==> src/rtl/iqd_pkg.sv <==
package iqd_pkg;
  typedef struct packed {
    logic clear;   // empty filters and restart the phase
    logic load;    // a sample is taken this cycle
    logic toQ;     // route to the quadrature path
    logic negate;  // use the negated sample
  } iqdStrobe_t;
endpackage

==> src/rtl/iqd_ctrl.sv <==
module iqd_ctrl #(
  parameter int LOG2_PERIODS = 2
) (
  input  logic               clk,
  input  logic               rst,
  input  logic               alignRst,
  input  logic               sampleValid,
  output iqd_pkg::iqdStrobe_t strobe,
  output logic               outValid
);
  localparam int WIN = 4 << LOG2_PERIODS;
  localparam int FW  = $clog2(WIN + 1);

  logic [1:0]    phaseCnt;
  logic [FW-1:0] fillCnt;
  logic          windowDone;

  // The sample taken now completes the window.
  assign windowDone = (fillCnt >= FW'(WIN - 1));

  always_comb begin
    strobe.clear  = rst | alignRst;
    strobe.load   = sampleValid & ~(rst | alignRst);
    strobe.toQ    = phaseCnt[0];
    strobe.negate = phaseCnt[1];
  end

  always_ff @(posedge clk) begin
    if (strobe.clear) begin
      phaseCnt <= '0;
      fillCnt  <= '0;
      outValid <= 1'b0;
    end else begin
      outValid <= strobe.load & phaseCnt[0] & windowDone;
      if (strobe.load) begin
        phaseCnt <= phaseCnt + 2'd1;
        if (fillCnt != FW'(WIN)) fillCnt <= fillCnt + 1'b1;
      end
    end
  end
endmodule

==> src/rtl/iqd_boxcar.sv <==
module iqd_boxcar #(
  parameter int DW           = 14,
  parameter int LOG2_PERIODS = 2
) (
  input  logic                 clk,
  input  logic                 clear,
  input  logic                 push,
  input  logic signed [DW-1:0] din,
  output logic signed [DW-1:0] avg
);
  localparam int SHIFT = LOG2_PERIODS + 1;
  localparam int NPER  = 1 << SHIFT;
  localparam int SW    = DW + SHIFT;

  logic signed [DW-1:0] tap [NPER];
  logic signed [SW-1:0] runSum;
  logic signed [SW-1:0] scaled;
  logic signed [SW-1:0] dinExt;
  logic signed [SW-1:0] oldExt;

  assign dinExt = {{SHIFT{din[DW-1]}}, din};
  assign oldExt = {{SHIFT{tap[NPER-1][DW-1]}}, tap[NPER-1]};

  always_ff @(posedge clk) begin
    if (clear) begin
      for (int k = 0; k < NPER; k++) tap[k] <= '0;
      runSum <= '0;
    end else if (push) begin
      for (int k = NPER - 1; k > 0; k--) tap[k] <= tap[k-1];
      tap[0] <= din;
      runSum <= runSum + dinExt - oldExt;
    end
  end

  assign scaled = runSum >>> SHIFT;
  assign avg    = scaled[DW-1:0];
endmodule

==> src/rtl/iqd_path.sv <==
module iqd_path #(
  parameter int DW           = 14,
  parameter int LOG2_PERIODS = 2
) (
  input  logic                 clk,
  input  iqd_pkg::iqdStrobe_t  strobe,
  input  logic signed [DW-1:0] sampleIn,
  output logic signed [DW-1:0] outI,
  output logic signed [DW-1:0] outQ
);
  localparam logic signed [DW-1:0] MINV = {1'b1, {(DW-1){1'b0}}};
  localparam logic signed [DW-1:0] MAXV = {1'b0, {(DW-1){1'b1}}};

  logic signed [DW-1:0] flipped;
  logic signed [DW-1:0] signedSample;
  logic signed [DW-1:0] pathAvg [2];

  // Negation saturates at the one value that has no positive twin.
  assign flipped      = (sampleIn == MINV) ? MAXV : -sampleIn;
  assign signedSample = strobe.negate ? flipped : sampleIn;

  for (genvar ch = 0; ch < 2; ch++) begin : g_path
    logic pushCh;
    assign pushCh = strobe.load & (strobe.toQ == (ch == 1));
    iqd_boxcar #(.DW(DW), .LOG2_PERIODS(LOG2_PERIODS)) u_box (
      .clk  (clk),
      .clear(strobe.clear),
      .push (pushCh),
      .din  (signedSample),
      .avg  (pathAvg[ch])
    );
  end

  assign outI = pathAvg[0];
  assign outQ = pathAvg[1];
endmodule

==> src/rtl/iq_demod4.sv <==
module iq_demod4 #(
  parameter int DW           = 14,
  parameter int LOG2_PERIODS = 2
) (
  input  logic                 clk,
  input  logic                 rst,
  input  logic                 alignRst,
  input  logic                 sampleValid,
  input  logic signed [DW-1:0] sampleIn,
  output logic signed [DW-1:0] outI,
  output logic signed [DW-1:0] outQ,
  output logic                 outValid
);
  iqd_pkg::iqdStrobe_t strobe;

  iqd_ctrl #(.LOG2_PERIODS(LOG2_PERIODS)) u_ctrl (
    .clk        (clk),
    .rst        (rst),
    .alignRst   (alignRst),
    .sampleValid(sampleValid),
    .strobe     (strobe),
    .outValid   (outValid)
  );

  iqd_path #(.DW(DW), .LOG2_PERIODS(LOG2_PERIODS)) u_path (
    .clk     (clk),
    .strobe  (strobe),
    .sampleIn(sampleIn),
    .outI    (outI),
    .outQ    (outQ)
  );
endmodule

==> config.mk <==
export PLATFORM = sky130hd
export DESIGN_NAME = iq_demod4
export DESIGN_NICKNAME = d
export VERILOG_FILES = /design/src/rtl/iqd_pkg.sv /design/src/rtl/iqd_ctrl.sv /design/src/rtl/iqd_boxcar.sv /design/src/rtl/iqd_path.sv /design/src/rtl/iq_demod4.sv
export SDC_FILE = /design/constraint.sdc
export NUM_CORES = 1
export LEC_CHECK = 0
export ABC_AREA = 1
export CORE_ASPECT_RATIO = 0.5
export CORE_MARGIN = 3
export CORE_UTILIZATION = 58
export CTS_CLUSTER_DIAMETER = 120
export DETAILED_ROUTE_END_ITERATION = 6
export DONT_BUFFER_PORTS = 1
export GPL_TIMING_DRIVEN = 1
export PLACE_DENSITY = 0.86
export SLEW_MARGIN = 20
export SYNTH_ARGS = -nofsm -noshare
export SYNTH_HDL_FRONTEND = slang
export SYNTH_SLANG_ARGS = --single-unit
==> constraint.sdc <==
create_clock -name clk -period 3.6 [get_ports clk]
set_input_delay 0.18 -clock clk [delete_from_list [all_inputs] [get_ports clk]]
set_output_delay 0.18 -clock clk [all_outputs]
set_load 0.02 [all_outputs]
==> metrics.csv <==
metric;value;unit
vdd_drop_max;379;µV
path_max_fanout;7;
cp_slowest_cell;fa_1;
pre_cts_slack;-37.5;ps
cts_tree;done;
clk_latency;530;ps
finalHoldViolCount;0;
drive_gt1_frac;0.0671;
die_area;24900;µm²
synth.avg_cell_area;9.64;µm²
wl;25700;µm
fin_skew;12.3;ps
reg2reg_slack;220;ps
gp_congestion;0.881;
vias;8560;
slowest_delay;500;ps
setup_viol;0;
yosysUniqueCellTypes;42;
ys_async_sr_fraction;0;
wl_per_cell;15.2;µm
ys_ff_latch;266;
maxSlewViolCount;0;
r2r-start;u_ctrl.phaseCnt[1];
syn_to_final_growth;7.60;%
setup_slack;223;ps
holdPathStages;3;
whs;66.9;ps
synth_ff_type;edfxtp_1;
grt_pass1_wl;41700;µm
power_density;584;nW/µm²
p_leak;6.21;nW
fillers;1682;
whs_endpoint;u_path.g_path[1].u_box.tap[0][11];
synth-edff-count;224;
place_inst;1640;
cts-root-buf;clkbuf_16;
grt_pass1_vias;8428;
cts_made_buffers;23;
crit_family;adder cells;
grt_max_degree;125;
hold_path_startpoint;sampleIn[11];
hpwl;17500;µm
synth.cell_area;13300;µm²
path_class;register to register;
crit_required;4030;ps
start_util;0.603;
port_buffers;0;
diodes;0;
syn_nets;1466;
maxCapViolCount;0;
crit_arrival;3810;ps
die_w;220;µm
crit_chain;clkinvlp_4 -> buf_4 -> o21a_1 -> o21ai_0 -> a21oi_2 -> buf_4 -> fa_1 -> inv_1 -> ha_1 -> nand2_1 -> inv_1 -> a21boi_0 -> nand3_1 -> a21oi_1 -> xor2_1 -> nand2_1 -> nand2_1 -> inv_1;
yosysWarnings;0;
num_io_pins;47;
first_pass_iters;5;
start_kind;register;
mostFrequentLayoutCell;inv_1;
final_cell_mix;363 x inv_1, 260 x nor2_1, 224 x edfxtp_1;
reg2regPathDepth;18;
antenna_found_initial;0;
min_period;3380;ps
power;8.35;mW
cts.clk_slew.worst_paths;70;ps
r2r-end;u_path.g_path[0].u_box.runSum[16];
num_rows;38;
layout.cells.non_filler;1687;
via_per_inst;5.07;
worstMarginPinSlew;818;ps
final_nets;1459;
die_h;113;µm
track_usage;0.214;
outcome;finished clean;
slew_headroom;0.455;
cts.sinks;266;
drc;0;
htreeDepth;1;
endpoint_kind;register;
yosysSeqAreaShare;0.569;
ant_nets;0;
synthCells;1379;
drt_iter0_drc;837;
fin_crit_sh;0.938;
hp-class;primary input to register;
clk_path_buf_depth;3;
grt_overflow;0;
fmax;0.296;GHz
core_area;22100;µm²
crit_buf_inv;6;
==> report_power, final <==
group          switching (mW)  internal [mW]  total [mW]
Sequential              0.108           3.50        3.60
Combinational            1.47          0.829        2.30
Clock                    1.10           1.35        2.45
Total                    2.68           5.67        8.35
==> cells by family after synthesis <==
logic type / synth area share
simple gates: 0.142
fa+ha+maj: 0.0830
xor+xnor: 0.0119
buf+inv: 0.137
compound gates: 0.0572
flops: 0.569
==> repair_timing <==
| item | CTS | global route |
|---|---|---|
| hold endpoints to repair | 9 | 0 |
| setup endpoints to repair | 0 | 8 |
| resized for setup | 0 | 11 |
| hold buffers | 4 | 0 |
| setup buffers | 0 | 3 |
==> worst max-delay path by stage <==
stage / from / to / slack [ps] / cells after the start
6_report: u_ctrl.phaseCnt[1] / u_path.g_path[0].u_box.runSum[16] / 220 / 18
5_1_grt: u_ctrl.phaseCnt[1] / u_path.g_path[0].u_box.runSum[8] / -20 / 18
4_1_cts: u_ctrl.phaseCnt[1] / u_path.g_path[0].u_box.runSum[16] / 130 / 15
3_5_place_dp: sampleIn[0] / u_path.g_path[0].u_box.runSum[8] / -40 / 18
3_3_place_gp: sampleIn[0] / u_path.g_path[0].u_box.runSum[16] / 60 / 19
2_1_floorplan: sampleIn[0] / u_path.g_path[1].u_box.runSum[10] / 500 / 19
==> routing by layer <==
| metal | GRT usage | part of all wire | wire length [µm] | vias to the layer above |
|---|---|---|---|---|
| li1 | - | - | - | 4208 |
| met1 | 0.287 | 0.43 | 11200 | 4059 |
| met2 | 0.360 | 0.48 | 12400 | 227 |
| met3 | 0.0472 | 0.059 | 1510 | 66 |
| met4 | 0.0544 | 0.026 | 664 | 0 |
| met5 | 0 | 0 | 0 | - |
==> area by class of cell <==
cell class	instances	area [µm²]	area share
clock buffers	31	616	0.0430
well taps	300	375	0.0262
flip-flops and latches	266	7570	0.529
clock inverters	9	101	0.00708
repair buffers	29	307	0.0214
inverters	370	1400	0.0977
multi-input cells	682	3940	0.275
==> synthesized netlist by cell type (all sizes together) (5+ instances only) <==
cell type | number | share of area
a21oi | 55 | 0.021
buf | 56 | 0.031
clkbuf | 5 | 0.0014
dfxtp | 42 | 0.063
edfxtp | 224 | 0.51
fa | 32 | 0.048
ha | 37 | 0.035
inv | 369 | 0.10
nand2 | 132 | 0.040
nand3 | 36 | 0.014
nor2 | 270 | 0.080
nor3 | 11 | 0.0041
o21ai | 55 | 0.021
o22ai | 7 | 0.0033
xnor2 | 7 | 0.0046
xor2 | 11 | 0.0072
==> worst min-delay path, cell delays in order <==
cell and delay, ps:
a21oi_2 30, buf_4 170, nor2_1 90
==> sequential cells by signal (all words and copies together), names as in the netlist <==
| signal | cells |
|---|---|
| u_path.g_path.u_box.tap | 224 |
| u_path.g_path.u_box.runSum | 34 |
| u_ctrl.fillCnt | 5 |
| u_ctrl.phaseCnt | 2 |
| u_ctrl.outValid | 1 |
==> stage by stage <==
stage,util,area (µm²),TNS (ps)
finish,0.648,14300,0
global route,0.648,14300,-20.7
CTS,0.646,14200,0
detailed placement,0.612,13500,-66.0
global placement,0.612,13500,0
floorplan,-,13300,0
No activity file was read; power rests on OpenSTA's default activity.
